--- src/rtl/cwl_pkg.sv ---
package cwl_pkg;
  typedef enum logic {
    CFG_DEFAULT  = 1'b0,
    CFG_EXTERNAL = 1'b1
  } cfg_mode_e;
endpackage

--- src/rtl/cwl_sync.sv ---
// Plain flop chain for an asynchronous level; no reset on purpose.
module cwl_sync #(
  parameter int STAGES = 2
) (
  input  logic clk_i,
  input  logic async_i,
  output logic sync_o
);
  logic [STAGES-1:0] chain_q;
  logic [STAGES-1:0] chain_d;

  always_comb begin
    chain_d = {chain_q[STAGES-2:0], async_i};
  end

  always_ff @(posedge clk_i) begin
    chain_q <= chain_d;
  end

  assign sync_o = chain_q[STAGES-1];
endmodule

--- src/rtl/cwl_reset_sync.sv ---
// Asynchronous assert, clock-aligned release.
module cwl_reset_sync #(
  parameter int STAGES = 2
) (
  input  logic clk_i,
  input  logic arst_ni,
  output logic rst_no
);
  logic [STAGES-1:0] stage_q;
  logic [STAGES-1:0] stage_d;

  always_comb begin
    stage_d = {stage_q[STAGES-2:0], 1'b1};
  end

  always_ff @(posedge clk_i or negedge arst_ni) begin
    if (!arst_ni) stage_q <= '0;
    else          stage_q <= stage_d;
  end

  assign rst_no = stage_q[STAGES-1];
endmodule

--- src/rtl/cwl_mode_detect.sv ---
// Mode flop follows the strobe level while reset is held and freezes after.
module cwl_mode_detect
  import cwl_pkg::*;
(
  input  logic      clk_i,
  input  logic      rst_ni,
  input  logic      strobe_lvl_i,
  output cfg_mode_e mode_o
);
  cfg_mode_e mode_q;
  cfg_mode_e mode_d;
  logic      sample_en;

  assign sample_en = ~rst_ni;

  always_comb begin
    mode_d = mode_q;
    if (sample_en) mode_d = cfg_mode_e'(strobe_lvl_i);
  end

  always_ff @(posedge clk_i) begin
    mode_q <= mode_d;
  end

  assign mode_o = mode_q;

  // mode frozen outside power-on reset
  p_mode_hold_r1: assert property (@(posedge clk_i) disable iff (!rst_ni)
    rst_ni |=> $stable(mode_q))
    else $error("mode changed outside power-on reset");
endmodule

--- src/rtl/cwl_word_store.sv ---
// Edge detect on the synchronized strobe and the configuration word register.
module cwl_word_store
  import cwl_pkg::*;
#(
  parameter int WIDTH = 32
) (
  input  logic             clk_i,
  input  logic             rst_ni,
  input  cfg_mode_e        mode_i,
  input  logic             hreset_act_i,
  input  logic             strobe_lvl_i,
  input  logic [WIDTH-1:0] data_i,
  output logic [WIDTH-1:0] word_o,
  output logic             valid_o
);
  logic             prev_q, prev_d;
  logic [WIDTH-1:0] word_q, word_d;
  logic             valid_q, valid_d;
  logic             strobe_rise;
  logic             load_en;

  assign strobe_rise = strobe_lvl_i & ~prev_q;
  assign load_en     = strobe_rise & hreset_act_i & (mode_i == CFG_EXTERNAL);

  always_comb begin
    prev_d  = strobe_lvl_i;
    word_d  = word_q;
    valid_d = valid_q;
    if (load_en) begin
      word_d  = data_i;
      valid_d = 1'b1;
    end
  end

  always_ff @(posedge clk_i or negedge rst_ni) begin
    if (!rst_ni) begin
      prev_q  <= 1'b1;
      word_q  <= '0;
      valid_q <= 1'b0;
    end else begin
      prev_q  <= prev_d;
      word_q  <= word_d;
      valid_q <= valid_d;
    end
  end

  assign word_o  = word_q;
  assign valid_o = valid_q;

  // a load stores the bus value seen in that cycle
  p_capture_r3: assert property (@(posedge clk_i) disable iff (!rst_ni)
    load_en |=> word_q == $past(data_i))
    else $error("captured word differs from bus");

  // the word only moves inside the hard-reset window in external mode
  p_word_window_r4: assert property (@(posedge clk_i) disable iff (!rst_ni)
    !$stable(word_q) |-> ($past(hreset_act_i) && $past(mode_i) == CFG_EXTERNAL))
    else $error("word changed outside load window");

  // valid is sticky until power-on reset
  p_valid_sticky_r6: assert property (@(posedge clk_i) disable iff (!rst_ni)
    valid_q |=> valid_q)
    else $error("valid dropped");
endmodule

--- src/rtl/cfg_word_latch.sv ---
module cfg_word_latch
  import cwl_pkg::*;
#(
  parameter int WIDTH       = 32,
  parameter int SYNC_STAGES = 2
) (
  input  logic             clk_i,
  input  logic             por_ni,
  input  logic             hreset_ni,
  input  logic             strobe_ni,
  input  logic [WIDTH-1:0] data_i,
  output logic [WIDTH-1:0] cfg_word_o,
  output logic             cfg_valid_o,
  output logic             cfg_ext_o
);
  logic      rst_n;
  logic      strobe_lvl;
  logic      hreset_lvl;
  logic      hreset_act;
  cfg_mode_e mode;

  cwl_reset_sync #(.STAGES(SYNC_STAGES)) i_rst_sync (
    .clk_i   (clk_i),
    .arst_ni (por_ni),
    .rst_no  (rst_n)
  );

  cwl_sync #(.STAGES(SYNC_STAGES)) i_strobe_sync (
    .clk_i   (clk_i),
    .async_i (strobe_ni),
    .sync_o  (strobe_lvl)
  );

  cwl_sync #(.STAGES(SYNC_STAGES)) i_hreset_sync (
    .clk_i   (clk_i),
    .async_i (hreset_ni),
    .sync_o  (hreset_lvl)
  );

  assign hreset_act = ~hreset_lvl;

  cwl_mode_detect i_mode (
    .clk_i        (clk_i),
    .rst_ni       (rst_n),
    .strobe_lvl_i (strobe_lvl),
    .mode_o       (mode)
  );

  cwl_word_store #(.WIDTH(WIDTH)) i_store (
    .clk_i        (clk_i),
    .rst_ni       (rst_n),
    .mode_i       (mode),
    .hreset_act_i (hreset_act),
    .strobe_lvl_i (strobe_lvl),
    .data_i       (data_i),
    .word_o       (cfg_word_o),
    .valid_o      (cfg_valid_o)
  );

  assign cfg_ext_o = (mode == CFG_EXTERNAL);

  // default mode always presents the all-zero word
  p_default_zero_r2: assert property (@(posedge clk_i) disable iff (!rst_n)
    !cfg_ext_o |-> (cfg_word_o == '0 && !cfg_valid_o))
    else $error("default mode with non-zero word");
endmodule

--- config.mk ---
export PLATFORM = sky130hd
export DESIGN_NAME = cfg_word_latch
export DESIGN_NICKNAME = d
export VERILOG_FILES = /design/src/rtl/cwl_pkg.sv /design/src/rtl/cwl_sync.sv /design/src/rtl/cwl_reset_sync.sv /design/src/rtl/cwl_mode_detect.sv /design/src/rtl/cwl_word_store.sv /design/src/rtl/cfg_word_latch.sv
export SDC_FILE = /design/constraint.sdc
export NUM_CORES = 1
export LEC_CHECK = 0
export BUFFER_PORTS_ARGS = -buffer_cell sky130_fd_sc_hd__buf_2
export CORE_UTILIZATION = 46
export CTS_CLUSTER_DIAMETER = 30
export DETAILED_ROUTE_END_ITERATION = 16
export GPL_ROUTABILITY_DRIVEN = 0
export GPL_TIMING_DRIVEN = 0
export PLACE_DENSITY_LB_ADDON = 0.12
export REMOVE_ABC_BUFFERS = 1
export SKIP_CTS_REPAIR_TIMING = 1
export SLEW_MARGIN = 20
export SYNTH_ARGS = -nofsm -noshare
export SYNTH_HDL_FRONTEND = slang
export SYNTH_SLANG_ARGS = --single-unit
--- constraint.sdc ---
create_clock -name clk_i -period 1.4 [get_ports clk_i]
set_input_delay 0.14 -clock clk_i [delete_from_list [all_inputs] [get_ports clk_i]]
set_output_delay 0.14 -clock clk_i [all_outputs]
set_load 0.03 [all_outputs]
# Yosys cells after proc, flatten, opt, wreduce, memory -nomap -nowiden
# Cells that the tools add are included.
[totals]
regBits = 41
in_bits = 36
output_inout_bits = 34
word_cells = 12
[classes]
bitwise = 5
[op_table]
columns = ["op", "n"]
rows = [
  ["AND 1 bit", 3],
  ["NOT 1 bit", 2],
]

# Longest topological paths before layout
# Gate-level depths: netlist (run 1).
[depth]
word_depth = 4
depth_mapped = 4
depth_no_buf = 2

# By module
# From an unflattened synthesis (run 1), not the netlist that was laid out.
[hier_totals]
hier_cells = 81
hier_area_um2 = 1556.5
[modules_own_cells]
columns = ["mod", "n_inst", "cells_each", "area_each_um2", "seq_area_each_um2"]
rows = [
  ["cwl_word_store", 1, 71, 1385.1, 852.1],
  ["cwl_sync", 2, 2, 40.0, 40.0],
  ["cwl_reset_sync", 1, 3, 53.8, 50.0],
  ["cwl_mode_detect", 1, 2, 33.8, 30.0],
  ["cfg_word_latch", 1, 1, 3.8, 0.0],
]

# Worst setup path after synthesis (run 1)
# Ideal clock, no wire load.
[synth_path]
path_kind = "reg2reg"
startpoint = "register i_mode.mode_q, in the netlist i_mode.mode_o"
endpoint = "register i_store.word_q[0], in the netlist i_store.word_o[0]"
setup_ns = 0.125
arrival_ns = 1.343
t_required_ns = 1.275
setup_slack_ns = -0.068
stages_incl_launch_ff = 5
n_path_buf = 2
period_less_slack_ns = 1.468
path_cell_list = "edfxtp_1 and4bb_1 buf_6 buf_12 mux2_4"
[synth_between]
elab_chain_len = 1
[synth_lines]
columns = ["item", "line_no", "rtl"]
rows = [
  ["from (decl)", "cwl_mode_detect.sv:10", "cfg_mode_e mode_q;"],
  ["from (signal assigned)", "cwl_mode_detect.sv:22", "mode_q <= mode_d;"],
  ["AND 1 bit", "cwl_word_store.sv:23", "assign load_en = strobe_rise & hreset_act_i & (mode_i == CFG_EXTERNAL);"],
  ["to (signal assigned)", "cwl_word_store.sv:42", "word_q <= word_d;"],
  ["to (decl)", "cwl_word_store.sv:17", "logic [WIDTH-1:0] word_q, word_d;"],
]
# No other way between the ends.
# A chain may end at the register's enable or synchronous reset.

# Worst setup path after layout (run 1)
[layout_path]
startpoint = "register i_store.prev_q"
endpoint = "register i_store.word_q[28], in the netlist i_store.word_o[28]"
[layout_between]
elab_chain_len = 4
[layout_lines]
columns = ["item", "line_no", "rtl"]
rows = [
  ["from (decl)", "cwl_word_store.sv:16", "logic prev_q, prev_d;"],
  ["from (signal assigned)", "cwl_word_store.sv:41", "prev_q <= prev_d;"],
  ["NOT 1 bit", "cwl_word_store.sv:22", "assign strobe_rise = strobe_lvl_i & ~prev_q;"],
  ["AND 1 bit", "cwl_word_store.sv:22", ""],
  ["AND 1 bit (2 in series)", "cwl_word_store.sv:23", ""],
]
# No other way between the ends.

==> results of run 1 <==
[logic make-up (layout without fill, tap and decap cells)]
family / after synthesis / in the layout / share of synthesized area (%)
mux: 32 / 32 / 29.7
flops: 41 / 41 / 64.1
simple gates: 2 / 2 / 1.19
buf+inv: 5 / 87 / 4.75
other cells: 1 / 1 / 0.237
[Yosys cell counts (all sizes together)]
| library cell | number |
|---|---|
| or2 | 1 |
| dfxtp | 4 |
| and4bb | 1 |
| buf | 4 |
| edfxtp | 1 |
| inv | 1 |
| mux2 | 32 |
| dfstp | 1 |
| conb | 1 |
| dfrtp | 35 |
[worst max-delay path, stage by stage (launching register included)]
cell and delay, ns:
dfstp_2 0.37, and4bb_4 0.32, buf_12 0.19, mux2_2 0.35
[per-stage QoR]
| stage | power [uW] | hold slack [ns] |
|---|---|---|
| after CTS | 3260 | -0.452 |
| final | 3240 | 0.0276 |
| after floorplan | 2370 | -0.156 |
| after global placement | 2690 | -0.0753 |
| after global routing | 3420 | 0.00255 |
| after detailed placement | 2710 | -0.0726 |
[power by group]
group | internal (uW) | leakage [uW] | switching (uW)
Sequential | 1420 | 0.000469 | 135
Combinational | 488 | 0.000547 | 648
Clock | 201 | 0.0000265 | 343
Total | 2110 | 0.00104 | 1130
[flip-flops by register name, indices dropped and copies added, names as in the netlist]
name and count:
i_store.prev_q 1, i_strobe_sync.chain_q 2, i_store.word_o 32, i_mode.mode_o 1, i_rst_sync.stage_q 2, i_hreset_sync.chain_q 2
i_store.valid_o 1
[worst min path at each step]
stage                     startpoint                               to  slack (ns)  cells after the start
after global routing      data_i[11]   i_store.word_o[11]$_DFFE_PN0P_       0.003                      2
final                     data_i[17]   i_store.word_o[17]$_DFFE_PN0P_        0.03                      2
after global placement        por_ni  i_rst_sync.stage_q[0]$_DFF_PN0_       -0.08                      1
after floorplan               por_ni  i_rst_sync.stage_q[0]$_DFF_PN0_       -0.16                      0
after detailed placement      por_ni  i_rst_sync.stage_q[0]$_DFF_PN0_       -0.07                      1
after CTS                     por_ni  i_rst_sync.stage_q[1]$_DFF_PN0_       -0.45                      1
[cells in the final DEF (no fill, tap or decap)]
master         Yosys  final
buf_2              0     69
dfrtp_1           35     34
mux2_4            29     29
dlygate4sd3_1      0      6
clkbuf_4           0      5
dfxtp_1            4      4
mux2_2             3      3
clkbuf_1           0      3
buf_4              0      2
and4bb_4           0      1
inv_1              1      1
or2_2              1      1
edfxtp_1           1      1
conb_1             1      1
dfrtp_2            0      1
dfstp_2            1      1
buf_12             3      1
[cell type report]
class / count / area, sq um / share of cell area [%]
flip-flops and latches: 41 / 1010 / 49.3
multi-input cells: 35 / 495 / 24.1
well taps: 44 / 55.1 / 2.68
inverters: 1 / 3.75 / 0.182
clock buffers: 8 / 48.8 / 2.37
repair buffers: 78 / 440 / 21.4
[metal layers]
metal | GRT usage [%] | up-vias | share of wire (%)
li1 | - | 437 | -
met1 | 19.6 | 450 | 44
met5 | 0 | - | 0
met2 | 23.4 | 44 | 47
met4 | 5.84 | 0 | 0.94
met3 | 5.97 | 4 | 7.5
==> out/metrics.cfg, run 1 <==
[clock_tree]
path_clk_slew_ns = 0.11
clock_sink_count = 41
htreeDepth = 2
clkLatencyLatePin_ns = 0.33
cts.path.max_buffers = 2
cts_root_buf = clkbuf_4
cts_tree = yes
cts_inserted_buffers = 5

[placement]
placed_cells = 191
dpl_worst_slack_ns = -0.328
dp_hpwl_um = 1770
place_area_sq_um = 1930
portBuffers = 69

[yosys]
synthTopCellsByArea = dfrtp_1, mux2_4, dfxtp_1, buf_12, mux2_2
synth.cell_area_sq_um = 1580
ys_ff_latch = 41
synth_seq_area_share_pct = 64.1
ys_types = 12
synth_top_area_cell = dfrtp_1
yosys_warnings = 0
syn_avg_cell_area_sq_um = 19.5
synth_top_area_share_pct = 55.5
netlist_instances = 81

[timing]
setup_viol_count_final = 0
period_minus_slack_ns = 1.34
finalCritPeriodShare_pct = 95.7
tightest_slew_ns = 0.731
max_freq_ghz = 0.747
drv_slew = 0
setup_tns_ns = 0
fin_ws_ns = 0.0607
finalClockSkew_ns = 0.00775
hold_viol = 0
maxSlewHeadroom_pct = 51.2
rsz0062_at_grt = no

[finish]
final_area_sq_um = 2060
syn2layout_area_growth_pct = 30.3
nFillCells = 260
final_core_util_pct = 65.2
layout.cells.non_filler = 207
fin_nets = 198
drive_above_1_share_pct = 69.3
diodes = 0

[setup_path]
end_kind = register
r2r_slack_ns = 0.06
arrival_ns = 1.57
endpoint = i_store.word_o[28]$_DFFE_PN0P_
startpoint = i_store.prev_q$_DFF_PN1_
critPathKind = register to register
reg2reg_depth = 3
required_ns = 1.63
cp_max_fo = 20
reg2reg_from = i_store.prev_q$_DFF_PN1_
r2r-end = i_store.word_o[28]$_DFFE_PN0P_
critPathLaunchType = register

[global_route]
track_usage_pct = 15.2
grt_start_max_net_pins = 36
grt_pass1_vias = 872
gr-total-overflow = 0
antenna_found_initial = 0
grt_pass1_wl_um = 3930

[floorplan]
core_area_sq_um = 3150
io_pins = 70
fp.dieW_um = 60.6
dieArea_sq_um = 3670
initial_utilization_pct = 50.1
fp-row-count = 20
fp.dieH_um = 60.6

[detailed_routing]
vias = 935
wirelength_um = 2650
drtIter0Drc = 38
firstDrtPassIters = 2
viasPerCell = 4.52
ant_nets = 0
drt-wirelength-per-cell_um = 12.8
drc_errors = 0

[worst_hold_path]
hold_path.class = primary input to register

[status]
outcome = finished, final reports clean

[pwr]
ir_drop_v = 0.000886
p_leak_uw = 0.00104
powerDensity_nw_per_um2 = 1570

[run]
maxCapViolCount = 0

Power figures use the tool's default switching activity.
==> inputs of run 2 (changes only) <==
- CORE_ASPECT_RATIO: default -> 0.7
- CORE_MARGIN: default -> 4
==> run 2 against run 1 <==
  * Fmax fell by 0.27%
  * Largest cell class unchanged
  * Core utilization shrank 1.1 points
  * Largest power group unchanged
  * Highest routed layer unchanged
  * Via count down 3.7%
==> out/metrics.cfg, run 2 (synthesis results as in run 1) <==
[status]
outcome = finished, final reports clean

[detailed_routing]
firstDrtPassIters = 4
ant_nets = 0
drtIter0Drc = 43
drc_errors = 0
vias = 900
viasPerCell = 4.37
drt-wirelength-per-cell_um = 13.4
wirelength_um = 2750

[worst_hold_path]
min_from = data_i[11]
min_to = i_store.word_o[11]$_DFFE_PN0P_
hold_path.class = primary input to register
hold_path_depth = 2

[floorplan]
io_pins = 70
fp.dieH_um = 57.0
dieArea_sq_um = 4450
fp.dieW_um = 78.0
core_area_sq_um = 3210
fp-row-count = 17
initial_utilization_pct = 49.2

[setup_path]
crit_chain = and4bb_4 -> buf_12 -> mux2_2
critPathLaunchType = register
cp_slowest_stage_delay_ns = 0.36
required_ns = 1.57
critPathBufInv = 1
r2r-end = i_store.word_o[28]$_DFFE_PN0P_
critPathKind = register to register
reg2reg_depth = 3
crit_family = flip-flops
crit_slowest_cell = dfstp_2
cp_max_fo = 20
reg2reg_from = i_store.prev_q$_DFF_PN1_
end_kind = register
r2r_slack_ns = 0.06
arrival_ns = 1.51

[timing]
period_minus_slack_ns = 1.34
setup_viol_count_final = 0
max_freq_ghz = 0.745
fin_ws_ns = 0.0571
finalClockSkew_ns = 0.00669
tightest_slew_ns = 0.727
hold_viol = 0
drv_slew = 0
rsz0062_at_grt = no
maxSlewHeadroom_pct = 51.6
timing.hold.ws_ns = 0.0806
finalCritPeriodShare_pct = 95.9

[placement]
dpl_worst_slack_ns = -0.350
portBuffers = 69
dp_hpwl_um = 1940

[pwr]
ir_drop_v = 0.000955
p_leak_uw = 0.00104
powerDensity_nw_per_um2 = 1650

[clock_tree]
clock_sink_count = 41
clkLatencyLatePin_ns = 0.29
cts.path.max_buffers = 2
path_clk_slew_ns = 0.07
htreeDepth = 2
cts_root_buf = clkbuf_8
cts_tree = yes
cts_inserted_buffers = 5

[finish]
fin_nets = 194
nFillCells = 252
syn2layout_area_growth_pct = 30.5
layout_commonest_cell = buf_2
final_cell_mix = buf_2, dfrtp_1, mux2_4
largest_reg_flops = 32
final_core_util_pct = 64.2
drive_above_1_share_pct = 71.7
diodes = 0

[global_route]
track_usage_pct = 13.7
gr-total-overflow = 0
antenna_found_initial = 0
grt_pass1_vias = 928
grt_pass1_wl_um = 4560
grt_start_max_net_pins = 36

[run]
maxCapViolCount = 0

[run 2: power breakdown]
group	leakage (uW)	switching [uW]	internal (uW)
Sequential	0.000469	135	1430
Clock	0.0000450	368	345
Combinational	0.000529	649	482
Total	0.00104	1150	2250
[run 2: worst max path at each step]
stage	from	endpoint	slack [ns]	cells past startpoint
global route	i_rst_sync.stage_q[1]$_DFF_PN0_	i_mode.mode_o$_DFFE_PN_	0.02	1
global placement	i_store.prev_q$_DFF_PN1_	i_store.word_o[27]$_DFFE_PN0P_	-1.12	2
CTS	i_store.prev_q$_DFF_PN1_	i_store.word_o[28]$_DFFE_PN0P_	-0.36	3
floorplan	i_mode.mode_o$_DFFE_PN_	i_store.word_o[26]$_DFFE_PN0P_	-0.98	2
finish	i_store.prev_q$_DFF_PN1_	i_store.word_o[28]$_DFFE_PN0P_	0.06	3
detailed placement	i_store.prev_q$_DFF_PN1_	i_store.word_o[28]$_DFFE_PN0P_	-0.35	3
[run 2: area by class of cell]
type | instances | area, sq um | area share, %
repair buffers | 74 | 407 | 19.7
clock inverters | 2 | 10.0 | 0.486
well taps | 47 | 58.8 | 2.85
clock buffers | 6 | 72.6 | 3.52
multi-input cells | 35 | 495 | 24.0
flip-flops and latches | 41 | 1010 | 49.2
inverters | 1 | 3.75 | 0.182
[run 2: per-layer routing]
metal / vias to the layer above / global-route usage [%] / wire length, um
li1: 428 / - / -
met1: 430 / 17.6 / 1230
met2: 38 / 19.9 / 1240
met3: 4 / 7.89 / 267
met4: 0 / 3.74 / 20
met5: - / 0 / 0
[run 2: per-stage QoR]
stage,instance area (sq um),TNS [ns],total power [uW],cells
2_1_floorplan,1510,-29.99,2370,77
3_3_place_gp,1910,-36.54,2700,193
3_5_place_dp,1930,-7.21,2710,194
4_1_cts,2020,-7.62,3440,202
5_1_grt,2060,0,3600,206
6_report,2060,0,3410,206
==> inputs of run 3 (changes only) <==
- clock period: 1.4 -> 1.35 ns (I/O delays scaled with it)
==> run 3 against run 2 <==
  * Power increased by 4.0%
  * Flip-flop and latch count unchanged
  * Global-route usage unchanged
  * Fmax decreased by 0.30%
  * Register-to-register slack got worse by 0.05 ns
  * Critical path depth unchanged
  * Non-clock buffer count unchanged
  * Core utilization increased by 0.19 points
  * Sequential power increased by 4%
  * Clock power increased by 3.9%
  * Via count increased by 1.3%
  * Largest power group unchanged
  * Highest routed layer unchanged
==> out/metrics.cfg, run 3 (synthesis results as in run 1) <==
[status]
outcome = finished, final reports clean

[finish]
fin_nets = 194
layout_commonest_cell = buf_2
largest_reg_flops = 32
final_core_util_pct = 64.4
final_cell_mix = buf_2, dfrtp_1, mux2_4
diodes = 0
final_area_sq_um = 2070
syn2layout_area_growth_pct = 30.9
drive_above_1_share_pct = 71.7

[detailed_routing]
firstDrtPassIters = 4
drtIter0Drc = 29
drt-wirelength-per-cell_um = 13.6
drc_errors = 0
wirelength_um = 2810
viasPerCell = 4.43
ant_nets = 0
vias = 912

[floorplan]
dieArea_sq_um = 4450
fp.dieW_um = 78.0
initial_utilization_pct = 49.2
core_area_sq_um = 3210
fp-row-count = 17
io_pins = 70
fp.dieH_um = 57.0

[timing]
finalCritPeriodShare_pct = 99.8
max_freq_ghz = 0.742
timing.hold.ws_ns = 0.0748
finalClockSkew_ns = 0.00661
drv_slew = 0
hold_viol = 0
period_minus_slack_ns = 1.35
setup_tns_ns = 0
setup_viol_count_final = 0
rsz0062_at_grt = yes

[global_route]
grt_pass1_vias = 928
grt_pass1_wl_um = 4560
gr-total-overflow = 0
antenna_found_initial = 0
track_usage_pct = 13.7
grt_start_max_net_pins = 36

[setup_path]
cp_max_fo = 20
arrival_ns = 1.52
crit_slowest_cell = dfstp_2
end_kind = register
crit_chain = and4bb_4 -> buf_12 -> mux2_2
critPathLaunchType = register
cp_slowest_stage_delay_ns = 0.36
required_ns = 1.52
reg2reg_depth = 3
critPathKind = register to register

[placement]
place_area_sq_um = 1930
dp_hpwl_um = 1940
portBuffers = 69

[pwr]
power_uw = 3540
ir_drop_v = 0.000990
p_leak_uw = 0.00105
powerDensity_nw_per_um2 = 1710

[clock_tree]
clock_sink_count = 41
cts_root_buf = clkbuf_8
path_clk_slew_ns = 0.07
htreeDepth = 2
cts_tree = yes
cts_inserted_buffers = 5
cts.path.max_buffers = 2
clkLatencyLatePin_ns = 0.29

[worst_hold_path]
hold_path.class = primary input to register
hold_path_depth = 2

[run]
maxCapViolCount = 0

[run 3: path summary, 6_finish.rpt]
path | start | end | slack [ns]
max | i_store.prev_q$_DFF_PN1_ | i_store.word_o[28]$_DFFE_PN0P_ | 0.003
min | data_i[11] | i_store.word_o[11]$_DFFE_PN0P_ | 0.07
max reg2reg | i_store.prev_q$_DFF_PN1_ | i_store.word_o[28]$_DFFE_PN0P_ | 0.003
min reg2reg | i_rst_sync.stage_q[1]$_DFF_PN0_ | i_store.word_o[11]$_DFFE_PN0P_ | 0.28
max in group asynchronous | i_rst_sync.stage_q[1]$_DFF_PN0_ | i_store.prev_q$_DFF_PN1_ | 0.74
min in group asynchronous | por_ni | i_rst_sync.stage_q[1]$_DFF_PN0_ | 0.15
[run 3: routing by layer]
metal  up-vias  part of all wire [%]  GRT usage, %
met5         -                     0             0
met4         0                  0.71          3.74
met3         4                   9.5          7.89
met2        38                    46          19.9
met1       441                    44          17.6
li1        429                     -             -
[run 3: area by class of cell]
type                    instances  area [sq um]
fillers                       254          1140
well taps                      47          58.8
flip-flops and latches         41          1020
multi-input cells              35           499
clock inverters                 2          10.0
clock buffers                   6          72.6
repair buffers                 74           407
inverters                       1          3.75
[run 3: worst max-delay path: cells and delay by family (launching register included)]
kind	cells	cell delay, ns
multiplexers	1	0.35
AND/OR/NAND/NOR	1	0.32
buffers and inverters	1	0.20
flip-flops	1	0.36
[run 3: through the flow]
step,setup WS [ns],instances
after floorplan,-1.03,77
after global placement,-1.17,193
after detailed placement,-0.400,194
after CTS,-0.409,202
after global routing,-0.0264,206
final,0.00299,206
[run 3: report_power, final]
group          internal [uW]  switching [uW]
logic                    503             675
clock network            358             383
registers               1480             142
